**src/rtl/shl_pkg.sv**
```systemverilog
package shl_pkg;

    localparam int REG_W  = 32;
    localparam int CNT_W  = 8;
    localparam int IMM_W  = 5;
    localparam int N_LANE = 3;

    typedef enum logic [1:0] {
        SZ_BYTE = 2'd0,
        SZ_WORD = 2'd1,
        SZ_LONG = 2'd2,
        SZ_RSVD = 2'd3
    } opsize_e;

    typedef struct packed {
        logic h;
        logic n;
        logic z;
        logic v;
        logic c;
    } ccr_t;

    typedef struct packed {
        logic [REG_W-1:0] val;
        ccr_t             flags;
        logic             illegal;
    } shres_t;

    // Width in bits of a lane index (0 -> 8, 1 -> 16, 2 -> 32)
    function automatic int lane_bits(input int idx);
        return 8 << idx;
    endfunction

    // Legality of an immediate count for a mode and operand size
    function automatic logic imm_ok(input logic ext, input opsize_e sz,
                                    input logic [IMM_W-1:0] k);
        logic basic_k;
        logic wide_k;
        basic_k = (k == 5'd1) || (k == 5'd2);
        wide_k  = (k == 5'd4)
               || ((k == 5'd8)  && (sz != SZ_BYTE))
               || ((k == 5'd16) && (sz == SZ_LONG));
        return (sz != SZ_RSVD) && (basic_k || (ext && wide_k));
    endfunction

endpackage

```
**src/rtl/shl_count_sel.sv**
```systemverilog
module shl_count_sel
    import shl_pkg::*;
#(
    parameter bit EXT_MODE = 1'b1
) (
    input  opsize_e          sz,
    input  logic             from_reg,
    input  logic [IMM_W-1:0] imm_cnt,
    input  logic [CNT_W-1:0] reg_cnt,
    output logic             legal,
    output logic [CNT_W-1:0] amount
);

    generate
        if (EXT_MODE) begin : g_ext
            always_comb begin
                if (from_reg) begin
                    legal  = (sz != SZ_RSVD);
                    amount = reg_cnt;
                end else begin
                    legal  = imm_ok(1'b1, sz, imm_cnt);
                    amount = CNT_W'(imm_cnt);
                end
            end
        end else begin : g_basic
            always_comb begin
                legal  = !from_reg && imm_ok(1'b0, sz, imm_cnt);
                amount = CNT_W'(imm_cnt);
            end
        end
    endgenerate

endmodule

```
**src/rtl/shl_lanes.sv**
```systemverilog
module shl_lanes
    import shl_pkg::*;
(
    input  logic [REG_W-1:0] src,
    input  logic [CNT_W-1:0] amount,
    output logic [REG_W-1:0] lane_val [N_LANE],
    output logic             lane_c   [N_LANE]
);

    for (genvar i = 0; i < N_LANE; i++) begin : g_lane
        localparam int W = lane_bits(i);
        logic [W:0] ext_shift;
        always_comb ext_shift = {1'b0, src[W-1:0]} << amount;
        if (W < REG_W) begin : g_part
            assign lane_val[i] = {{(REG_W-W){1'b0}}, ext_shift[W-1:0]};
        end else begin : g_full
            assign lane_val[i] = ext_shift[W-1:0];
        end
        assign lane_c[i] = ext_shift[W];
    end

endmodule

```
**src/rtl/shl_merge.sv**
```systemverilog
module shl_merge
    import shl_pkg::*;
(
    input  opsize_e          sz,
    input  logic [REG_W-1:0] src,
    input  logic [REG_W-1:0] lane_val [N_LANE],
    input  logic             lane_c   [N_LANE],
    output logic [REG_W-1:0] merged,
    output ccr_t             flags
);

    always_comb begin
        merged = src;
        flags  = '0;
        unique case (sz)
            SZ_BYTE: begin
                merged  = {src[REG_W-1:8], lane_val[0][7:0]};
                flags.n = lane_val[0][7];
                flags.z = (lane_val[0][7:0] == 8'h00);
                flags.c = lane_c[0];
            end
            SZ_WORD: begin
                merged  = {src[REG_W-1:16], lane_val[1][15:0]};
                flags.n = lane_val[1][15];
                flags.z = (lane_val[1][15:0] == 16'h0000);
                flags.c = lane_c[1];
            end
            SZ_LONG: begin
                merged  = lane_val[2];
                flags.n = lane_val[2][REG_W-1];
                flags.z = (lane_val[2] == '0);
                flags.c = lane_c[2];
            end
            default: begin
                merged = src;
                flags  = '0;
            end
        endcase
    end

endmodule

```
**src/rtl/shl_unit.sv**
```systemverilog
module shl_unit
    import shl_pkg::*;
#(
    parameter bit EXT_MODE = 1'b1
) (
    input  logic                clk,
    input  logic                rst,
    input  logic                op_valid,
    input  logic [1:0]          op_size,
    input  logic                cnt_from_reg,
    input  logic [IMM_W-1:0]    imm_cnt,
    input  logic [CNT_W-1:0]    reg_cnt,
    input  logic [REG_W-1:0]    src_val,
    input  logic [4:0]          cur_flags,
    output logic                res_valid,
    output logic [REG_W-1:0]    res_val,
    output logic [4:0]          res_flags,
    output logic                res_illegal
);

    opsize_e          sz;
    logic             legal;
    logic [CNT_W-1:0] amount;
    logic [REG_W-1:0] lane_val [N_LANE];
    logic             lane_c   [N_LANE];
    logic [REG_W-1:0] merged;
    ccr_t             new_flags;
    shres_t           nxt;
    shres_t           res_q;
    logic             valid_q;

    assign sz = opsize_e'(op_size);

    shl_count_sel #(.EXT_MODE(EXT_MODE)) u_cnt (
        .sz       (sz),
        .from_reg (cnt_from_reg),
        .imm_cnt  (imm_cnt),
        .reg_cnt  (reg_cnt),
        .legal    (legal),
        .amount   (amount)
    );

    shl_lanes u_lanes (
        .src      (src_val),
        .amount   (amount),
        .lane_val (lane_val),
        .lane_c   (lane_c)
    );

    shl_merge u_merge (
        .sz       (sz),
        .src      (src_val),
        .lane_val (lane_val),
        .lane_c   (lane_c),
        .merged   (merged),
        .flags    (new_flags)
    );

    always_comb begin
        if (legal) begin
            nxt.val     = merged;
            nxt.flags   = new_flags;
            nxt.illegal = 1'b0;
        end else begin
            nxt.val     = src_val;
            nxt.flags   = ccr_t'(cur_flags);
            nxt.illegal = 1'b1;
        end
    end

    always_ff @(posedge clk) begin
        if (rst) begin
            valid_q <= 1'b0;
            res_q   <= '0;
        end else begin
            valid_q <= op_valid;
            if (op_valid) res_q <= nxt;
        end
    end

    assign res_valid   = valid_q;
    assign res_val     = res_q.val;
    assign res_flags   = res_q.flags;
    assign res_illegal = res_q.illegal;

    // result strobe follows the request by one clock
    a_r9_valid_latency: assert property (@(posedge clk) disable iff (rst)
        op_valid |=> res_valid);

    // legal results never carry H or V
    a_r5_hv_clear: assert property (@(posedge clk) disable iff (rst)
        (res_valid && !res_illegal) |-> (res_flags[4] == 1'b0 && res_flags[1] == 1'b0));

    // illegal operations return the source value and the incoming flags
    a_r8_illegal_passthru: assert property (@(posedge clk) disable iff (rst)
        (op_valid && !legal) |=> (res_illegal && res_val == $past(src_val)
                                  && res_flags == $past(cur_flags)));

    // upper bits survive byte and word operations
    a_r1_upper_keep: assert property (@(posedge clk) disable iff (rst)
        (op_valid && sz == SZ_BYTE) |=> (res_val[31:8] == $past(src_val[31:8])));

    a_r1_upper_keep_word: assert property (@(posedge clk) disable iff (rst)
        (op_valid && sz == SZ_WORD) |=> (res_val[31:16] == $past(src_val[31:16])));

    // Z and N agree with the sized result
    a_r4_zn_byte: assert property (@(posedge clk) disable iff (rst)
        (op_valid && legal && sz == SZ_BYTE) |=>
            (res_flags[2] == (res_val[7:0] == 8'h00) && res_flags[3] == res_val[7]));

    a_r4_zn_long: assert property (@(posedge clk) disable iff (rst)
        (op_valid && legal && sz == SZ_LONG) |=>
            (res_flags[2] == (res_val == '0) && res_flags[3] == res_val[31]));

    // the basic subset only shifts by one or two
    a_r6_basic_counts: assert property (@(posedge clk) disable iff (rst)
        (!EXT_MODE && op_valid && legal) |-> (!cnt_from_reg && amount inside {8'd1, 8'd2}));

endmodule

```
**config.mk**
```make
export PLATFORM = sky130hd
export DESIGN_NAME = shl_unit
export DESIGN_NICKNAME = d
export VERILOG_FILES = /design/src/rtl/shl_pkg.sv /design/src/rtl/shl_count_sel.sv /design/src/rtl/shl_lanes.sv /design/src/rtl/shl_merge.sv /design/src/rtl/shl_unit.sv
export SDC_FILE = /design/constraint.sdc
export NUM_CORES = 1
export LEC_CHECK = 0
export BUFFER_PORTS_ARGS = -buffer_cell sky130_fd_sc_hd__buf_4
export CAP_MARGIN = 10
export CELL_PAD_IN_SITES_DETAIL_PLACEMENT = 0
export CELL_PAD_IN_SITES_GLOBAL_PLACEMENT = 1
export CORE_ASPECT_RATIO = 2
export CORE_UTILIZATION = 40
export DETAILED_ROUTE_END_ITERATION = 12
export PLACE_DENSITY_LB_ADDON = 0.15
export SLEW_MARGIN = 20
export SYNTH_ARGS = -nofsm -noshare
export SYNTH_HDL_FRONTEND = slang
export SYNTH_SLANG_ARGS = --single-unit
```
**constraint.sdc**
```tcl
create_clock -name clk -period 3.8 [get_ports clk]
set_clock_uncertainty 0.1 [all_clocks]
set_input_delay 0.76 -clock clk [delete_from_list [all_inputs] [get_ports clk]]
set_output_delay 0.76 -clock clk [all_outputs]
set_load 0.05 [all_outputs]
```
==> metrics.txt, run 1 <==
# TYPE chip_impl_metric gauge
chip_impl_metric{name="post_cts.resized_instances",unit=""} 0
chip_impl_metric{name="routedWlPerCell",unit="µm"} 25.21
chip_impl_metric{name="ctsLongestPathBuffers",unit=""} 2
chip_impl_metric{name="core.rowCount",unit=""} 57
chip_impl_metric{name="critPathArrivalTime",unit="ps"} 3680
chip_impl_metric{name="finalSetupViolCount",unit=""} 0
chip_impl_metric{name="synthToLayoutAreaGrowth",unit="%"} 22.75
chip_impl_metric{name="fin_nets",unit=""} 803
chip_impl_metric{name="globalRouteOverflowTotal",unit=""} 0
chip_impl_metric{name="synth_enable_flop_cells",unit=""} 0
chip_impl_metric{name="fmaxAchievable",unit="MHz"} 279.1
chip_impl_metric{name="setup_bufs_post_cts",unit=""} 0
chip_impl_info{name="setup.worst_path.end_class",value="flop"} 1
chip_impl_metric{name="routed_wire_length",unit="µm"} 22560
chip_impl_metric{name="crit_path_buffers_inverters",unit=""} 2
chip_impl_metric{name="chipWidth",unit="µm"} 80.93
chip_impl_metric{name="timing.max_cap.violations",unit=""} 0
chip_impl_metric{name="finalWeightedCongestion",unit=""} 1.012
chip_impl_info{name="rsz0062_at_grt",value="false"} 1
chip_impl_metric{name="initial_antenna_violation_count",unit=""} 1
chip_impl_metric{name="avgSynthCellArea",unit="µm²"} 7.574
chip_impl_metric{name="height_of_the_chip",unit="µm"} 159.9
chip_impl_metric{name="filler_cell_count",unit=""} 1242
chip_impl_info{name="tritoncts",value="yes"} 1
chip_impl_metric{name="viasPerCell",unit=""} 6.607
chip_impl_metric{name="tritoncts.num_buffers",unit=""} 5
chip_impl_metric{name="relSlewSlack",unit=""} 0.2906
chip_impl_metric{name="grt_max_degree",unit=""} 73
chip_impl_metric{name="ys_warn_count",unit=""} 0
chip_impl_metric{name="portBuffers",unit=""} 94
chip_impl_metric{name="worst-r2r-setup-slack",unit="ps"} 2620
chip_impl_metric{name="clk_pin_slew_worst_setup_hold_paths",unit="ps"} 60
chip_impl_metric{name="fin_crit",unit="ps"} 3583
chip_impl_metric{name="count_of_h_tree_levels_built_during_cts",unit=""} 2
chip_impl_metric{name="worst-endpoint-required",unit="ps"} 3900
chip_impl_metric{name="layout-drive-gt1-share",unit=""} 0.2473
chip_impl_metric{name="track_usage",unit=""} 0.3547
chip_impl_metric{name="multi_input_area",unit="µm²"} 3835
chip_impl_metric{name="place_hpwl",unit="µm"} 17880
chip_impl_info{name="timing.critical_path.cells",value="buf_4 -> or3b_1 -> o22ai_1 -> nor2_1 -> nor3_1 -> o41ai_1 -> buf_4 -> nor2_1 -> a21oi_1 -> a211oi_1"} 1
chip_impl_metric{name="mappedNetlistArea",unit="µm²"} 4984
chip_impl_info{name="slowest_stage",value="nor3_1"} 1
chip_impl_info{name="setup.worst_path.start_class",value="input port"} 1
chip_impl_metric{name="first_iteration_detailed_routing_drc_count",unit=""} 396
chip_impl_info{name="synth-main-ff-cell",value="dfxtp_1"} 1
chip_impl_metric{name="timing.critical_path.slowest_cell_delay",unit="ps"} 830
chip_impl_metric{name="fin_tns_setup",unit="ps"} 0
chip_impl_metric{name="drtPass1Iterations",unit=""} 7
chip_impl_metric{name="tightestPinTransition",unit="ps"} 1056
chip_impl_metric{name="antenna_cells_inserted",unit=""} 0
chip_impl_metric{name="postSynthNetCount",unit=""} 714
chip_impl_metric{name="final-max-slew-violation-count",unit=""} 0
chip_impl_metric{name="synth_async_sr_flop_share",unit=""} 0
chip_impl_metric{name="layout.area.seq",unit="µm²"} 780.7
chip_impl_metric{name="leakagePower",unit="nW"} 2.591
chip_impl_metric{name="route.antenna.remaining_nets",unit=""} 0
chip_impl_info{name="clock_tree.root_cell",value="clkbuf_16"} 1
chip_impl_metric{name="yosysSeqAreaShare",unit=""} 0.1567
chip_impl_info{name="result_of_the_run",value="completed"} 1
chip_impl_metric{name="timing.critical_path.fanout_max",unit=""} 32
chip_impl_metric{name="power-per-cell-area",unit="nW/µm²"} 307.7
chip_impl_metric{name="hold-worst-slack",unit="ps"} 370.9
chip_impl_metric{name="initial_utilization",unit=""} 0.4110
chip_impl_metric{name="io_pins",unit=""} 95
chip_impl_info{name="criticalPathCategory",value="input port to flop"} 1
chip_impl_metric{name="via_count_of_the_first_global_routing_pass",unit=""} 5934
chip_impl_metric{name="dieArea",unit="µm²"} 12940
chip_impl_metric{name="drc",unit=""} 0
chip_impl_metric{name="final_hold_viol_count",unit=""} 0
chip_impl_metric{name="postSynthRegisterBits",unit=""} 39
chip_impl_metric{name="global_route_wire_length_before_repair",unit="µm"} 33840
chip_impl_metric{name="holdBufCountCts",unit=""} 0
chip_impl_metric{name="dr_total_vias",unit=""} 5913
chip_impl_metric{name="clkLatencyLatePin",unit="ps"} 280
chip_impl_info{name="worstHoldPathType",value="flop to flop"} 1
chip_impl_metric{name="max-vdd-ir-drop",unit="mV"} 0.3353
chip_impl_metric{name="post-route-period-util",unit=""} 0.9430
chip_impl_info{name="critical_path.top_delay_family",value="simple AND/OR/NAND/NOR gates"} 1
chip_impl_metric{name="placeable_core_region",unit="µm²"} 12120
chip_impl_metric{name="syn-instance-count",unit=""} 658
chip_impl_metric{name="finalCoreUtilization",unit=""} 0.5045
chip_impl_metric{name="synth.distinct_cells",unit=""} 70
chip_impl_metric{name="cts_num_sinks",unit=""} 39
cell type report:
type / instances / share of cell area
multi-input cells: 548 / 0.6269
flip-flops and latches: 39 / 0.1276
clock inverters: 2 / 0.005727
well taps: 147 / 0.03007
inverters: 8 / 0.004909
repair buffers: 145 / 0.1820
clock buffers: 6 / 0.02270
report_power, final:
| part | total (mW) | internal [mW] | switching, mW | leakage, nW |
|---|---|---|---|---|
| logic | 0.937 | 0.345 | 0.592 | 2.18 |
| clock network | 0.491 | 0.326 | 0.164 | 0.0868 |
| registers | 0.455 | 0.439 | 0.0156 | 0.323 |
kinds of logic (layout without fill, tap and decap cells):
group | count (synthesis) | in the layout | synth area share
compound gates | 232 | 232 | 0.3199
buf+inv | 71 | 161 | 0.07381
flops | 39 | 39 | 0.1567
mux | 112 | 112 | 0.2573
simple gates | 204 | 204 | 0.1923
stage by stage:
stage	worst slack, ps	area, µm²	std cells	power [mW]
5_1_grt	98.70	6117	895	1.966
3_5_place_dp	153.3	5943	887	1.380
6_report	216.6	6117	895	1.882
3_3_place_gp	56.17	5943	887	1.377
4_1_cts	434.2	6117	895	1.876
2_1_floorplan	942.6	4984	658	1.037
sequential cells by signal, indices dropped and copies added, names as in the netlist:
signal,cells
res_flags,5
res_illegal,1
res_valid,1
res_val,32
path summary, 6_finish.rpt:
check                                               start                         to  depth (start not counted)
worst max-delay path                         cnt_from_reg   res_val[29]$_SDFFE_PP0P_                         10
worst min-delay path            res_flags[1]$_SDFFE_PP0P_  res_flags[1]$_SDFFE_PP0P_                          2
worst max register to register  res_flags[2]$_SDFFE_PP0P_  res_flags[2]$_SDFFE_PP0P_                          4
worst min register to register  res_flags[1]$_SDFFE_PP0P_  res_flags[1]$_SDFFE_PP0P_                          2
routing by layer:
| layer | vias up | GRT usage | part of all wire | wire length [µm] |
|---|---|---|---|---|
| li1 | 2736 | - | - | - |
| met1 | 2767 | 0.3725 | 0.35 | 7883 |
| met2 | 305 | 0.5936 | 0.49 | 11140 |
| met3 | 103 | 0.04971 | 0.061 | 1386 |
| met4 | 2 | 0.3084 | 0.094 | 2129 |
| met5 | - | 0 | 0.00062 | 14 |
Yosys cell counts, drive strengths merged (6+ instances only):
library cell  number  area, µm²
inv                8      30.03
a21oi             28      140.1
nor3              24      120.1
o21ai             40      200.2
o221ai            11      96.34
nand2             51      191.4
mux2i             92      933.4
a211oi            24      180.2
dfxtp             39      780.8
o21a               6      45.04
o22ai             44      275.3
nand2b             9      56.30
nand4              6      37.54
a22oi              7      52.55
nand3              7      35.03
buf               40      250.2
o31ai              6      45.04
mux2               9      101.4
clkbuf            23      87.58
o211ai            14      105.1
mux4              11      247.7
nor2              76      287.8
a31oi              9      56.30
layout by cell type (no fill, tap or decap), drive strengths merged, types with 6 or more instances in the layout:
cell,instances
a22oi,7
buf,145
a211oi,24
mux2i,92
mux4,11
inv,8
a31oi,9
nand2b,9
nand3,7
nand4,6
nand2,51
o211ai,14
o21a,6
o221ai,11
nor2,76
o22ai,44
clkbuf,6
o21ai,40
dfxtp,39
nor3,24
a21oi,28
mux2,9
o31ai,6
tightest hold or removal path, delay by kind of cell, from the launching register on:
| kind | cells | cell delay, ps |
|---|---|---|
| AOI/OAI and AO/OA | 1 | 50 |
| and+or+nand+nor | 1 | 60 |
| DFF | 1 | 310 |
No activity file was read; power rests on OpenSTA's default activity.
==> run 2: changes to the inputs <==
--- a/config.mk
+++ b/config.mk
@@ -11,6 +11,7 @@
 export CELL_PAD_IN_SITES_GLOBAL_PLACEMENT = 1
 export CORE_ASPECT_RATIO = 2
 export CORE_UTILIZATION = 40
+export CTS_BUF_LIST = sky130_fd_sc_hd__clkbuf_16
 export DETAILED_ROUTE_END_ITERATION = 12
 export PLACE_DENSITY_LB_ADDON = 0.15
 export SLEW_MARGIN = 20
==> metrics.txt, run 2 (synthesis results as in run 1) <==
# TYPE chip_impl_metric gauge
chip_impl_info{name="result_of_the_run",value="completed"} 1
chip_impl_metric{name="track_usage",unit=""} 0.3553
chip_impl_metric{name="dp.cells",unit=""} 887
chip_impl_metric{name="globalRouteOverflowTotal",unit=""} 0
chip_impl_metric{name="count_of_h_tree_levels_built_during_cts",unit=""} 2
chip_impl_metric{name="synthToLayoutAreaGrowth",unit="%"} 22.55
chip_impl_metric{name="holdBufCountCts",unit=""} 0
chip_impl_metric{name="switching_power",unit="µW"} 770.3
chip_impl_metric{name="cts_num_sinks",unit=""} 39
chip_impl_info{name="criticalPathCategory",value="input port to flop"} 1
chip_impl_metric{name="portBuffers",unit=""} 94
chip_impl_metric{name="routedWlPerCell",unit="µm"} 25.16
chip_impl_metric{name="first_iteration_detailed_routing_drc_count",unit=""} 389
chip_impl_metric{name="max-vdd-ir-drop",unit="mV"} 0.3310
chip_impl_info{name="critical_path.top_delay_family",value="simple AND/OR/NAND/NOR gates"} 1
chip_impl_info{name="setup.worst_path.start_class",value="input port"} 1
chip_impl_info{name="slowest_stage",value="nor3_1"} 1
chip_impl_metric{name="dr_total_vias",unit=""} 5894
chip_impl_metric{name="height_of_the_chip",unit="µm"} 159.9
chip_impl_metric{name="tightestPinTransition",unit="ps"} 1016
chip_impl_metric{name="core.rowCount",unit=""} 57
chip_impl_metric{name="grt_use_met3",unit=""} 0.04971
chip_impl_metric{name="comb_power_share",unit=""} 0.503
chip_impl_metric{name="final-max-slew-violation-count",unit=""} 0
chip_impl_info{name="rsz0062_at_grt",value="false"} 1
chip_impl_metric{name="gr-usage-met1",unit=""} 0.3732
chip_impl_metric{name="timing.critical_path.fanout_max",unit=""} 32
chip_impl_metric{name="hold-worst-slack",unit="ps"} 371.1
chip_impl_metric{name="placeable_core_region",unit="µm²"} 12120
chip_impl_metric{name="fin_nets",unit=""} 803
chip_impl_metric{name="chipWidth",unit="µm"} 80.93
chip_impl_metric{name="clk_pin_slew_worst_setup_hold_paths",unit="ps"} 60
chip_impl_metric{name="worst-endpoint-required",unit="ps"} 3900
chip_impl_metric{name="finalSetupViolCount",unit=""} 0
chip_impl_metric{name="route.antenna.remaining_nets",unit=""} 0
chip_impl_metric{name="leakagePower",unit="nW"} 2.586
chip_impl_metric{name="tritoncts.num_buffers",unit=""} 5
chip_impl_metric{name="finalPower",unit="mW"} 1.860
chip_impl_metric{name="antenna_cells_inserted",unit=""} 0
chip_impl_metric{name="crit_path_buffers_inverters",unit=""} 2
chip_impl_metric{name="dieArea",unit="µm²"} 12940
chip_impl_info{name="final_common_cell",value="buf_4"} 1
chip_impl_info{name="setup.worst_path.end_class",value="flop"} 1
chip_impl_metric{name="fmaxAchievable",unit="MHz"} 282.2
chip_impl_metric{name="routed_wire_length",unit="µm"} 22520
chip_impl_info{name="worstHoldPathType",value="flop to flop"} 1
chip_impl_metric{name="power-per-cell-area",unit="nW/µm²"} 304.6
chip_impl_metric{name="io_pins",unit=""} 95
chip_impl_metric{name="post-route-period-util",unit=""} 0.9326
chip_impl_metric{name="drc",unit=""} 0
chip_impl_metric{name="viasPerCell",unit=""} 6.585
chip_impl_metric{name="filler_cell_count",unit=""} 1246
chip_impl_metric{name="layout.area.seq",unit="µm²"} 780.7
chip_impl_metric{name="timing.critical_path.slowest_cell_delay",unit="ps"} 800
chip_impl_metric{name="final_hold_viol_count",unit=""} 0
chip_impl_metric{name="fin_tns_setup",unit="ps"} 0
chip_impl_metric{name="relSlewSlack",unit=""} 0.3176
chip_impl_metric{name="timing.max_cap.violations",unit=""} 0
chip_impl_metric{name="global_route_wire_length_before_repair",unit="µm"} 33900
chip_impl_metric{name="initial_antenna_violation_count",unit=""} 1
chip_impl_metric{name="ctsLongestPathBuffers",unit=""} 2
chip_impl_metric{name="grt_max_degree",unit=""} 73
chip_impl_metric{name="place_hpwl",unit="µm"} 17880
chip_impl_info{name="gr-max-usage-layer",value="met2"} 1
chip_impl_metric{name="power_report.internal_total",unit="mW"} 1.090
chip_impl_metric{name="post_cts.resized_instances",unit=""} 0
chip_impl_info{name="tritoncts",value="yes"} 1
chip_impl_metric{name="initial_utilization",unit=""} 0.4110
chip_impl_metric{name="fin_crit",unit="ps"} 3544
chip_impl_metric{name="clkLatencyLatePin",unit="ps"} 280
chip_impl_metric{name="layout-drive-gt1-share",unit=""} 0.2460
chip_impl_metric{name="clock_power_share",unit=""} 0.252
chip_impl_metric{name="critPathArrivalTime",unit="ps"} 3640
chip_impl_info{name="most-common-layout-cells",value="buf_4 (143), mux2i_1 (91), nor2_1 (75)"} 1
chip_impl_info{name="timing.critical_path.cells",value="buf_4 -> or3b_1 -> o22ai_1 -> nor2_1 -> nor3_1 -> o41ai_1 -> buf_4 -> nor2_1 -> a21oi_1 -> a211oi_1"} 1
chip_impl_metric{name="use_met2",unit=""} 0.5947
chip_impl_metric{name="sw_frac_of_total",unit=""} 0.4141
chip_impl_metric{name="seqPwrFrac",unit=""} 0.245
chip_impl_metric{name="finalCoreUtilization",unit=""} 0.5037
chip_impl_metric{name="via_count_of_the_first_global_routing_pass",unit=""} 5933
chip_impl_info{name="clock_tree.root_cell",value="clkbuf_16"} 1
chip_impl_metric{name="instances_no_fill",unit=""} 895
chip_impl_metric{name="setup_bufs_post_cts",unit=""} 0
chip_impl_metric{name="multi_input_area",unit="µm²"} 3835
chip_impl_metric{name="largest_register_ffs",unit=""} 32
chip_impl_metric{name="drtPass1Iterations",unit=""} 5
chip_impl_metric{name="finalWeightedCongestion",unit=""} 1.012
[run 2: power by group through the flow]
stage | Sequential (mW) | Combinational (mW) | Clock [mW]
floorplan | 0.565 | 0.471 | 0
global placement | 0.463 | 0.914 | 0
detailed placement | 0.464 | 0.916 | 0
CTS | 0.455 | 0.919 | 0.481
global route | 0.459 | 0.991 | 0.496
finish | 0.455 | 0.936 | 0.469
[run 2: routing by layer]
layer / part of all wire / wire length (µm) / up-vias
met2: 0.50 / 11180 / 286
met4: 0.091 / 2053 / 2
met1: 0.35 / 7933 / 2776
met5: 0.00062 / 14 / -
li1: - / - / 2733
met3: 0.059 / 1330 / 97
[run 2: worst paths after layout]
| check | from | to | slack (ps) | cells after the start |
|---|---|---|---|---|
| worst max register to register | res_flags[2]$_SDFFE_PP0P_ | res_flags[2]$_SDFFE_PP0P_ | 2620 | 4 |
| worst max-delay path | cnt_from_reg | res_val[29]$_SDFFE_PP0P_ | 260 | 10 |
| worst min-delay path | res_flags[4]$_SDFFE_PP0P_ | res_flags[4]$_SDFFE_PP0P_ | 370 | 2 |
| worst min register to register | res_flags[4]$_SDFFE_PP0P_ | res_flags[4]$_SDFFE_PP0P_ | 370 | 2 |
[run 2: layout make-up]
type / instances / share of cell area
Multi-Input combinational cell: 548 / 0.6279
Tap cell: 147 / 0.03012
Inverter: 8 / 0.004917
Sequential cell: 39 / 0.1278
Clock inverter: 3 / 0.006351
Clock buffer: 5 / 0.02049
Timing Repair Buffer: 145 / 0.1823
[run 2: worst min-delay path, stage by stage (launching register included)]
cell      delay (ps)
dfxtp_1          310
nand2b_1          60
a21oi_1           50
[run 2: metrics by stage]
stage | setup WS, ps | cell area, µm²
6_report | 256.1 | 6107
5_1_grt | 98.70 | 6107
4_1_cts | 434.2 | 6107
3_5_place_dp | 153.3 | 5943
3_3_place_gp | 56.17 | 5943
2_1_floorplan | 942.6 | 4984
